==> src/rtl/ser_chan_cfg.sv <==
module ser_chan_cfg #(
  parameter int AW = 4
) (
  input  logic          clk,
  input  logic          rst_n,
  input  logic [AW-1:0] addr,
  input  logic [7:0]    wdata,
  input  logic          we,
  output logic [7:0]    rdata,
  input  logic          xact_start,
  output logic          abort_o,
  output logic [3:0]    act_wlen,
  output logic [3:0]    act_crc_len,
  output logic          act_ss_en,
  output logic          act_pll_off,
  output logic [1:0]    act_dev_sel,
  output logic [3:0]    act_prbs_len,
  output logic [3:0]    act_tap_a,
  output logic [3:0]    act_tap_b,
  output logic [7:0]    act_freq_ofs
);
  localparam logic [AW-1:0] A_LEN  = AW'(0);
  localparam logic [AW-1:0] A_SPRD = AW'(1);
  localparam logic [AW-1:0] A_FOFS = AW'(2);
  localparam logic [3:0]    CRC_MAX = 4'd8;
  localparam logic [3:0]    CRC_RST = 4'd4;

  logic [2:0] wl_q;
  logic [3:0] crc_q;
  logic       en_q, poff_q;
  logic [1:0] sel_q, dev_q;
  logic [7:0] fofs_q;
  logic [2:0] act_wl;
  logic [1:0] act_sel;

  wire wr_len  = we && (addr == A_LEN);
  wire wr_sprd = we && (addr == A_SPRD);
  wire wr_fofs = we && (addr == A_FOFS);
  wire [3:0] crc_in = (wdata[7:4] > CRC_MAX) ? CRC_MAX : wdata[7:4];

  always_ff @(posedge clk or negedge rst_n) begin
    if (!rst_n) begin
      wl_q    <= '0;
      crc_q   <= CRC_RST;
      en_q    <= 1'b0;
      poff_q  <= 1'b0;
      sel_q   <= '0;
      dev_q   <= '0;
      fofs_q  <= '0;
      abort_o <= 1'b0;
    end else begin
      abort_o <= wr_sprd;
      if (wr_len) begin
        wl_q  <= wdata[2:0];
        crc_q <= crc_in;
      end
      if (wr_sprd) begin
        en_q   <= wdata[6];
        poff_q <= wdata[5];
        sel_q  <= wdata[4:3];
        dev_q  <= wdata[2:1];
      end
      if (wr_fofs && !poff_q) fofs_q <= wdata;
    end
  end

  always_ff @(posedge clk or negedge rst_n) begin
    if (!rst_n) begin
      act_wl       <= '0;
      act_crc_len  <= CRC_RST;
      act_ss_en    <= 1'b0;
      act_pll_off  <= 1'b0;
      act_sel      <= '0;
      act_dev_sel  <= '0;
      act_freq_ofs <= '0;
    end else if (xact_start) begin
      act_wl       <= wl_q;
      act_crc_len  <= crc_q;
      act_ss_en    <= en_q;
      act_pll_off  <= poff_q;
      act_sel      <= sel_q;
      act_dev_sel  <= dev_q;
      act_freq_ofs <= fofs_q;
    end
  end

  assign act_wlen = {1'b1, act_wl};

  always_comb begin
    case (act_sel)
      2'd0:    begin act_prbs_len = 4'd6;  act_tap_a = 4'd5;  act_tap_b = 4'd4;  end
      2'd1:    begin act_prbs_len = 4'd7;  act_tap_a = 4'd6;  act_tap_b = 4'd5;  end
      2'd2:    begin act_prbs_len = 4'd11; act_tap_a = 4'd10; act_tap_b = 4'd8;  end
      default: begin act_prbs_len = 4'd15; act_tap_a = 4'd14; act_tap_b = 4'd13; end
    endcase
  end

  always_comb begin
    case (addr)
      A_LEN:   rdata = {crc_q, 1'b0, wl_q};
      A_SPRD:  rdata = {1'b0, en_q, poff_q, sel_q, dev_q, 1'b0};
      A_FOFS:  rdata = fofs_q;
      default: rdata = 8'h00;
    endcase
  end

  p_crc_bound_r3: assert property (@(posedge clk) disable iff (!rst_n)
    act_crc_len <= CRC_MAX);

  p_abort_src_r5: assert property (@(posedge clk) disable iff (!rst_n)
    abort_o |-> $past(we && addr == A_SPRD));

  p_abort_set_r5: assert property (@(posedge clk) disable iff (!rst_n)
    (we && addr == A_SPRD) |=> abort_o);

  p_hold_r6: assert property (@(posedge clk) disable iff (!rst_n)
    !xact_start |=> $stable({act_wlen, act_crc_len, act_ss_en, act_pll_off,
                             act_dev_sel, act_prbs_len, act_freq_ofs}));

  p_ofs_lock_r7: assert property (@(posedge clk) disable iff (!rst_n)
    (we && addr == A_FOFS && poff_q) |=> $stable(fofs_q));

  p_dead_bits_r4: assert property (@(posedge clk) disable iff (!rst_n)
    (addr == A_SPRD) |-> (rdata[7] == 1'b0 && rdata[0] == 1'b0));
endmodule

==> config.mk <==
export PLATFORM = sky130hd
export DESIGN_NAME = ser_chan_cfg
export DESIGN_NICKNAME = d
export VERILOG_FILES = /design/src/rtl/ser_chan_cfg.sv
export SDC_FILE = /design/constraint.sdc
export NUM_CORES = 1
export LEC_CHECK = 0
export BUFFER_PORTS_ARGS = -buffer_cell sky130_fd_sc_hd__buf_2
export CORE_UTILIZATION = 51
export CTS_CLUSTER_SIZE = 40
export DETAILED_ROUTE_END_ITERATION = 10
export GPL_TIMING_DRIVEN = 0
export PLACE_DENSITY_LB_ADDON = 0.1
export SETUP_SLACK_MARGIN = 0.5
export SKIP_CTS_REPAIR_TIMING = 1
export SYNTH_ARGS = -nofsm -noshare
export SYNTH_HDL_FRONTEND = slang
export SYNTH_SLANG_ARGS = --single-unit
==> constraint.sdc <==
create_clock -name clk -period 1.4 [get_ports clk]
set_clock_uncertainty 0.1 [all_clocks]
set_input_delay 0.07 -clock clk [delete_from_list [all_inputs] [get_ports clk]]
set_output_delay 0.07 -clock clk [all_outputs]
set_load 0.02 [all_outputs]
==> results.ini, run 1 <==
[place]
place_area_um2=2410
dp.cells=245
dp_hpwl_um=2740
gp_congestion=0.760
port_buffers=53

[yosys]
avgSynthCellArea_um2=13.2
syn-instance-count=145
synth.top_cells.by_count=42 x mux2_2, 41 x dfrtp_1, 8 x buf_4
yosys_warnings=0
synthTopCellsByArea=dfrtp_1 53%, mux2_2 25%, mux2i_1 3.7%
syn-cell-area_um2=1920
synth.yosys.seq_area_share=0.562
synth.distinct_cells=20
synthFlopType=dfrtp_1
yosys.area.top_type=dfrtp_1
synth_most_common_cell=mux2_2
synth_top_area_frac=0.535
async_flop_share=1.00
ys_seq_elements=43
synth_edf_count=0

[cts]
clk_path_buf_depth=2
cts-buffers-inserted=5
clock_latency_ns=0.30
cts_tree=built
path_clk_slew_ns=0.07
root_buffer=clkbuf_8
cts.sinks=43
h-tree-depth=2

[routing]
vias=1363
vias_per_cell=5.22
met3WireLength_um=184
top_layer_used=met4
wl_met1_um=1830
drc_errors=0
drt_iter0_markers=17
routedWlPerCell_um=17.1
drt-total-wl_um=4470
drtPass1Iterations=4
drtAntennaViolNets=0
wl_met2_um=2390

[final_layout]
final_cells=261
antenna_cells=0
syn2layout_area_growth_pct=54.5
fillers=174
multi_input_area_um2=965
drive_gt1_frac=0.786
regArea_um2=1100
finish.utilization=0.854
fin_nets=230
fin_area_um2=2960

[outcome]
failed_checks=negative hold slack, negative setup slack
status=finished, violations left

[critical_path]
r2r_start=poff_q$_DFFE_PN0P_
worstSetupEndpointType=primary output
start_kind=flip-flop
crit_type=flip-flop to primary output
cp_max_fo=3
rrSetupSlack_ns=0.08
crit_path_start=crc_q[2]$_DFFE_PN1P_
reg2regPathDepth=3
crit_chain=mux2i_1 > or2_4 > a21oi_4 > buf_6
slowest_delay_ns=0.54
critPathRequiredTime_ns=1.23
critical_path_arrival_ns=1.41
cp_slowest_cell=dfstp_2
timing.rr.end=fofs_q[4]$_DFFE_PN0P_

[grt]
grt_start_max_net_pins=44
grt_pass1_vias=1334
grt_pass1_wl_um=6260
grt_overflow=0
antenna_found_initial=0
grt_util_all_layers=0.210

[timing]
rsz0062_at_grt=yes
tightest_slew_ns=0.923
postLayoutSetupSlackWorst_ns=-0.179
hold_violations=58
finalMaxSlewViolations=0
setup_violations=5
hold_ws_ns=-0.196
max_clock_freq_ghz=0.633
relSlewSlack=0.385
min_period_ns=1.58
fin_crit_sh=1.13

[floorplanning]
die_w_um=63.3
die_y_um=63.3
io_pins=57
start_util=0.553
num_rows=21
core_um2=3470
die_area_um2=4010

[power_and_ir_drop]
leakagePower_uw=0.00141
power_density_nw_per_um2=1560
ir_worst_vdd_mv=1.21

[hold_path]
hold_path_class=input pin to async pin

[flow_run]
drv_cap=0

-- per-stage QoR --
stage / worst slack, ns / TNS [ns] / total power (µW)
after global placement: -0.322 / -3.00 / 3110
after CTS: -0.239 / -1.74 / 4000
final: -0.179 / -0.420 / 4620
after global routing: -0.226 / -0.711 / 4830
after floorplan: 0.0756 / 0 / 2750
after detailed placement: -0.339 / -3.29 / 3160
-- logic make-up after synthesis --
group / share of synthesized area
other: 0.00392
multiplexers: 0.283
AND/OR/NAND/NOR: 0.0848
buffers and inverters: 0.0502
flip-flops: 0.562
AO/OA/AOI/OAI: 0.0157
-- layout by cell type (no fill, tap or decap), drive strengths merged, types with 2 or more instances in the layout --
| master | instances |
|---|---|
| nor2 | 4 |
| conb | 3 |
| dfrtp | 41 |
| nand2b | 2 |
| mux2i | 7 |
| nand2 | 7 |
| inv | 2 |
| nor2b | 5 |
| buf | 74 |
| dfstp | 2 |
| or2 | 6 |
| a21oi | 6 |
| clkbuf | 10 |
| mux2 | 42 |
-- worst max-delay path by stage --
| stage | endpoint | slack (ns) | cells past startpoint |
|---|---|---|---|
| 3_3_place_gp | fofs_q[2]$_DFFE_PN0P_ | -0.32 | 4 |
| 5_1_grt | rdata[6] | -0.23 | 4 |
| 6_report | rdata[6] | -0.18 | 4 |
| 4_1_cts | rdata[6] | -0.24 | 4 |
| 2_1_floorplan | fofs_q[0]$_DFFE_PN0P_ | 0.08 | 3 |
| 3_5_place_dp | fofs_q[3]$_DFFE_PN0P_ | -0.34 | 4 |
-- layout make-up --
class / instances / area share
inverters: 2 / 0.00338
flip-flops and latches: 43 / 0.373
well taps: 46 / 0.0194
plain buffers: 15 / 0.0473
clock buffers: 8 / 0.0338
repair buffers: 61 / 0.198
multi-input cells: 86 / 0.326
-- layer usage --
metal,global-route usage,vias to the layer above
li1,-,623
met1,0.242,689
met2,0.371,45
met3,0.0580,6
met4,0.0739,0
met5,0,-
-- worst max-delay path, delay by kind of cell (launching register included) --
kind | cells | cell delay (ns)
AO/OA/AOI/OAI | 1 | 0.12
AND/OR/NAND/NOR | 1 | 0.25
buffers and inverters | 1 | 0.13
multiplexers | 1 | 0.06
flip-flops | 1 | 0.54
-- sequential cells by signal, indices dropped and copies added, names as in the netlist --
register and flops:
act_freq_ofs 8, fofs_q 8, act_crc_len 4, crc_q 4, act_wl 3, wl_q 3
act_dev_sel 2, act_sel 2, dev_q 2, sel_q 2, abort_o 1, act_pll_off 1
act_ss_en 1, en_q 1, poff_q 1
-- power breakdown --
group	internal (µW)	total, µW	switching, µW
sequential	1600	1880	273
clock	450	844	395
combinational	1140	1900	760
Power figures use the tool's default switching activity.
==> run 2, diff against run 1 <==
BUFFER_PORTS_ARGS = default   (was -buffer_cell sky130_fd_sc_hd__buf_2)
CORE_UTILIZATION = 55   (was 51)
DONT_BUFFER_PORTS = 1   (was default)
clock period = 1.3 ns   (was 1.4 ns; I/O delays follow)
==> results.ini, run 2 (synthesis gave the netlist of run 1 again) <==
[cts]
cts-buffers-inserted=5  ; unchanged
root_buffer=clkbuf_4
clock_latency_ns=0.36  ; +0.06 ns
cts.sinks=43  ; unchanged
cts_tree=built
h-tree-depth=2  ; unchanged
path_clk_slew_ns=0.14  ; +0.07 ns
clk_path_buf_depth=2  ; unchanged

[flow_run]
drv_cap=0  ; unchanged

[critical_path]
critPathRequiredTime_ns=1.13  ; -0.10 ns
worstSetupEndpointType=primary output
start_kind=flip-flop
crit_type=flip-flop to primary output
cp_top_family=flip-flops
crit_path_start=crc_q[2]$_DFFE_PN1P_
rrSetupSlack_ns=-0.03  ; -0.11 ns
worst-path-buf-inv=0  ; -1
crit_chain=mux2i_1 > or2_4 > a21oi_4
cp_slowest_cell=dfstp_2
cp_max_fo=3  ; unchanged
critical_path_arrival_ns=1.43  ; +0.02 ns
slowest_delay_ns=0.56  ; +0.02 ns
r2r_start=poff_q$_DFFE_PN0P_

[floorplanning]
core_um2=3340  ; -3.8%
num_rows=21  ; unchanged
die_area_um2=3730  ; -7.0%
die_y_um=61.1  ; -3.6%
die_w_um=61.1  ; -3.6%
io_pins=57  ; unchanged
start_util=0.575  ; +0.0218

[power_and_ir_drop]
leakagePower_uw=0.00125  ; -12%
ir_worst_vdd_mv=0.913  ; -24%
power_uw=4480  ; -3.1%
power_density_nw_per_um2=1670  ; +7.1%

[final_layout]
antenna_cells=0  ; unchanged
fin_area_um2=2680  ; -9.6%
fillers=198  ; +14%
fin_nets=192  ; -17%
layout_commonest_cell=mux2_4
drive_gt1_frac=0.718  ; -0.0685
finish.utilization=0.803  ; -0.0515
largest_registers=act_freq_ofs: 8 flops, fofs_q: 8 flops
final_cell_mix=37 x mux2_4, 22 x dfrtp_2, 19 x dfrtp_1, 18 x buf_6, 9 x dlygate4sd3_1
syn2layout_area_growth_pct=39.7

[routing]
drc_errors=0  ; unchanged
vias=1251  ; -8.2%
vias_per_cell=5.61  ; +7.4%
drt_iter0_markers=21  ; +4
drtPass1Iterations=4  ; unchanged
drt-total-wl_um=4350  ; -2.6%
routedWlPerCell_um=19.5  ; +14%
drtAntennaViolNets=0  ; unchanged

[timing]
max_clock_freq_ghz=0.629
fin_crit_sh=1.22
hold_ws_ns=-0.730  ; -0.533 ns
hold_violations=50  ; -14%
finalMaxSlewViolations=0  ; unchanged
fin_tns_setup_ns=-1.31  ; -0.886 ns
postLayoutSetupSlackWorst_ns=-0.291  ; -0.112 ns
rsz0062_at_grt=yes
setup_violations=15  ; +10
min_period_ns=1.59

[grt]
grt_util_all_layers=0.217  ; +0.00715
grt_overflow=0  ; unchanged
grt_pass1_vias=1164  ; -13%
antenna_found_initial=0  ; unchanged
grt_pass1_wl_um=5660  ; -9.6%
grt_start_max_net_pins=44  ; unchanged

[place]
place_area_um2=2190  ; -9.2%
dp_hpwl_um=2610  ; -4.6%
gp_congestion=0.751  ; -1.2%
port_buffers=0  ; -100%

[outcome]
failed_checks=negative hold slack, negative setup slack
status=finished, violations left

[hold_path]
hold_path_class=input pin to async pin

[run 2: cell types whose count changed in the layout (fill, tap and decap cells not counted), sizes merged]
cell / delta
bufinv: +1
dlygate4sd3: +9
clkinv: +1
clkbuf: -2
buf: -47
[run 2: cell type report]
cell class / instances / area (µm²) / area share
Buffer: 15 / 153 / 0.0570
Multi-Input combinational cell: 86 / 1030 / 0.383
Sequential cell: 43 / 1110 / 0.413
Tap cell: 46 / 57.6 / 0.0215
Timing Repair Buffer: 23 / 240 / 0.0897
Inverter: 2 / 10.0 / 0.00374
Clock buffer: 6 / 51.3 / 0.0191
Clock inverter: 2 / 35.0 / 0.0131
[run 2: layer usage]
metal / vias to the layer above / track usage / routed length [µm] / part of all wire
met5: - / 0 / 0 / 0
li1: 544 / - / - / -
met1: 643 / 0.271 / 1790 / 0.41
met2: 56 / 0.342 / 2150 / 0.49
met3: 8 / 0.0840 / 318 / 0.073
met4: 0 / 0.0877 / 93 / 0.021
[run 2: final timing paths]
| path | end | cells past startpoint |
|---|---|---|
| setup / recovery | rdata[6] | 3 |
| hold / removal | dev_q[0]$_DFFE_PN0P_ | 0 |
| setup reg to reg | fofs_q[7]$_DFFE_PN0P_ | 3 |
| hold reg to reg | fofs_q[0]$_DFFE_PN0P_ | 1 |
| max in group asynchronous | crc_q[2]$_DFFE_PN1P_ | 0 |
| min in group clk | abort_o$_DFF_PN0_ | 2 |
[run 2: per-stage QoR]
step                instances  setup slack [ns]
global placement          192            -0.204
global route              223            -0.350
finish                    223            -0.291
detailed placement        192            -0.235
floorplan                 146           -0.0226
CTS                       200            -0.340
[run 2: power breakdown]
group / internal, µW / switching, µW / total [µW]
clock network: 455 / 432 / 887
registers: 1730 / 508 / 2240
logic: 859 / 492 / 1350
==> run 3, diff against run 2 <==
ABC_AREA = 1   (was default)
CORE_UTILIZATION = 56   (was 55)
==> results.ini, run 3 <==
[place]
gp_congestion=0.877  ; +17%
port_buffers=0  ; unchanged
dp_hpwl_um=3080  ; +18%

[timing]
fin_tns_setup_ns=-0.339  ; +0.967 ns
fin_crit_sh=1.08  ; -0.142
setup_violations=5  ; -10
hold_violations=65  ; +30%
rsz0062_at_grt=yes
postLayoutSetupSlackWorst_ns=-0.106  ; +0.185 ns
max_clock_freq_ghz=0.711  ; +13%
finalMaxSlewViolations=0  ; unchanged
hold_ws_ns=-0.711  ; +0.0182 ns
min_period_ns=1.41  ; -0.185 ns

[power_and_ir_drop]
power_uw=3850  ; -14%
leakagePower_uw=0.00133  ; +6.6%
power_density_nw_per_um2=1390  ; -17%
ir_worst_vdd_mv=0.902  ; -1.2%

[floorplanning]
start_util=0.597  ; +0.0217
io_pins=57  ; unchanged
die_y_um=62.1  ; +1.7%
num_rows=21  ; unchanged
core_um2=3390  ; +1.6%
die_w_um=62.1  ; +1.7%
die_area_um2=3860  ; +3.4%

[yosys]
yosys_warnings=0  ; unchanged
synth.distinct_cells=19  ; -5.0%
synth.yosys.seq_area_share=0.533  ; -0.0289
synthFlopType=dfrtp_1
async_flop_share=1.00  ; unchanged
synth_edf_count=0  ; unchanged
synth_top_area_frac=0.507  ; -0.0275
synth_most_common_cell=nand2_1
synthTopCellsByArea=dfrtp_1 51%, mux2_2 11%, nand2_1 10%
syn-cell-area_um2=2020  ; +5.4%
syn-instance-count=207  ; +43%
yosys.area.top_type=dfrtp_1
ys_seq_elements=43  ; unchanged
avgSynthCellArea_um2=9.77  ; -26%
synth.top_cells.by_count=56 x nand2_1, 41 x dfrtp_1, 31 x nand3_1

[grt]
grt_pass1_wl_um=6460  ; +14%
grt_pass1_vias=1400  ; +20%
grt_util_all_layers=0.240  ; +0.0221
grt_overflow=0  ; unchanged
antenna_found_initial=0  ; unchanged
grt_start_max_net_pins=44  ; unchanged

[flow_run]
drv_cap=0  ; unchanged

[final_layout]
largest_registers=act_freq_ofs: 8 flops, fofs_q: 8 flops
layout_commonest_cell=nand2_1
regArea_um2=1110  ; unchanged
multi_input_area_um2=1090  ; +5.9%
fin_nets=258  ; +34%
syn2layout_area_growth_pct=37.2
antenna_cells=0  ; unchanged
finish.utilization=0.818  ; +0.0156
fillers=191  ; -3.5%
drive_gt1_frac=0.576  ; -0.141
final_cell_mix=34 x nand2_1, 22 x dfrtp_2, 19 x nand2_2, 19 x mux2_4, 19 x dfrtp_1

[critical_path]
crit_type=flip-flop to primary output
critical_path_arrival_ns=1.24  ; -0.19 ns
worstSetupEndpointType=primary output
crit_chain=nor2_4 > inv_4 > buf_6
cp_max_fo=3  ; unchanged
cp_slowest_cell=dfrtp_2
start_kind=flip-flop
critPathRequiredTime_ns=1.13  ; about the same
slowest_delay_ns=0.46  ; -0.10 ns

[cts]
clock_latency_ns=0.35  ; about the same
root_buffer=clkbuf_4
h-tree-depth=2  ; unchanged
path_clk_slew_ns=0.12  ; -0.02 ns
cts_tree=built
cts.sinks=43  ; unchanged
cts-buffers-inserted=5  ; unchanged
clk_path_buf_depth=2  ; unchanged

[hold_path]
hold_path_class=input pin to async pin

[routing]
routedWlPerCell_um=18.5  ; -5.3%
drc_errors=0  ; unchanged
drtPass1Iterations=4  ; unchanged
drtAntennaViolNets=0  ; unchanged
vias=1649  ; +32%
wl_met2_um=2730  ; +27%
met3WireLength_um=423  ; +33%
top_layer_used=met4
vias_per_cell=5.71  ; +1.7%
drt_iter0_markers=106  ; +400%
wl_met1_um=2100  ; +17%
drt-total-wl_um=5340  ; +23%

[outcome]
status=finished, violations left
failed_checks=negative hold slack, negative setup slack

## run 3: cell types whose count changed in the layout (fill, tap and decap cells not counted), moves of 6 or more
| cell | change |
|---|---|
| mux2i_1 | -7 |
| nand2_2 | +19 |
| nand3_2 | +16 |
| inv_1 | +6 |
| buf_4 | +10 |
| mux2_4 | -18 |
| nand3_1 | +11 |
| nand2_1 | +27 |
| a21oi_4 | -6 |
| nand4_1 | +10 |
| nand3_4 | +6 |
| or2_4 | -6 |
## run 3: through the flow
stage | cell area, µm² | setup slack [ns] | std cells
2_1_floorplan | 2140 | 0.265 | 208
3_3_place_gp | 2200 | 0.108 | 254
3_5_place_dp | 2200 | 0.0800 | 254
4_1_cts | 2250 | -0.148 | 262
5_1_grt | 2770 | -0.171 | 289
6_report | 2770 | -0.106 | 289
## run 3: worst max-delay path, delay by kind of cell, from the launching register on
| family | cells | cell delay, ns |
|---|---|---|
| buffers and inverters | 2 | 0.22 |
| and+or+nand+nor | 1 | 0.22 |
| DFF | 1 | 0.46 |
## run 3: kinds of logic (layout without fill, tap and decap cells)
| family | Yosys count | in the layout | synth area share |
|---|---|---|---|
| AOI/OAI and AO/OA | 1 | 1 | 0.00247 |
| DFF | 43 | 43 | 0.533 |
| muxes | 20 | 20 | 0.111 |
| buffers and inverters | 30 | 65 | 0.0811 |
| other | 2 | 3 | 0.00371 |
| and+or+nand+nor | 111 | 111 | 0.268 |
## run 3: path summary, 6_finish.rpt
kind / slack, ns / end / depth (start not counted) / from
max in group asynchronous: 1.63 / crc_q[2]$_DFFE_PN1P_ / 0 / rst_n
hold reg to reg: 0.45 / fofs_q[3]$_DFFE_PN0P_ / 2 / fofs_q[3]$_DFFE_PN0P_
hold / removal: -0.71 / wl_q[0]$_DFFE_PN0P_ / 0 / rst_n
setup reg to reg: 0.08 / fofs_q[2]$_DFFE_PN0P_ / 4 / poff_q$_DFFE_PN0P_
setup / recovery: -0.11 / act_tap_a[1] / 3 / act_sel[1]$_DFFE_PN0P_
min in group clk: -0.15 / wl_q[2]$_DFFE_PN0P_ / 3 / we
## run 3: report_power, final
group	leakage (µW)	switching (µW)	internal, µW
logic	0.000785	526	622
clock network	0.0000265	397	216
registers	0.000517	436	1650
total	0.00133	1360	2490
## run 3: final cells by class
cell class                 count  share of cell area
buffer                        19              0.0604
clock buffer                   8              0.0176
inverter                      11              0.0167
multi-input combinational    135               0.392
sequential                    43               0.399
tap                           46              0.0207
timing repair buffer          27              0.0943
## run 3: routing by layer
layer / vias up / GRT usage
met5: - / 0
met4: 0 / 0.0698
met3: 10 / 0.106
met2: 79 / 0.386
met1: 821 / 0.291
li1: 739 / -
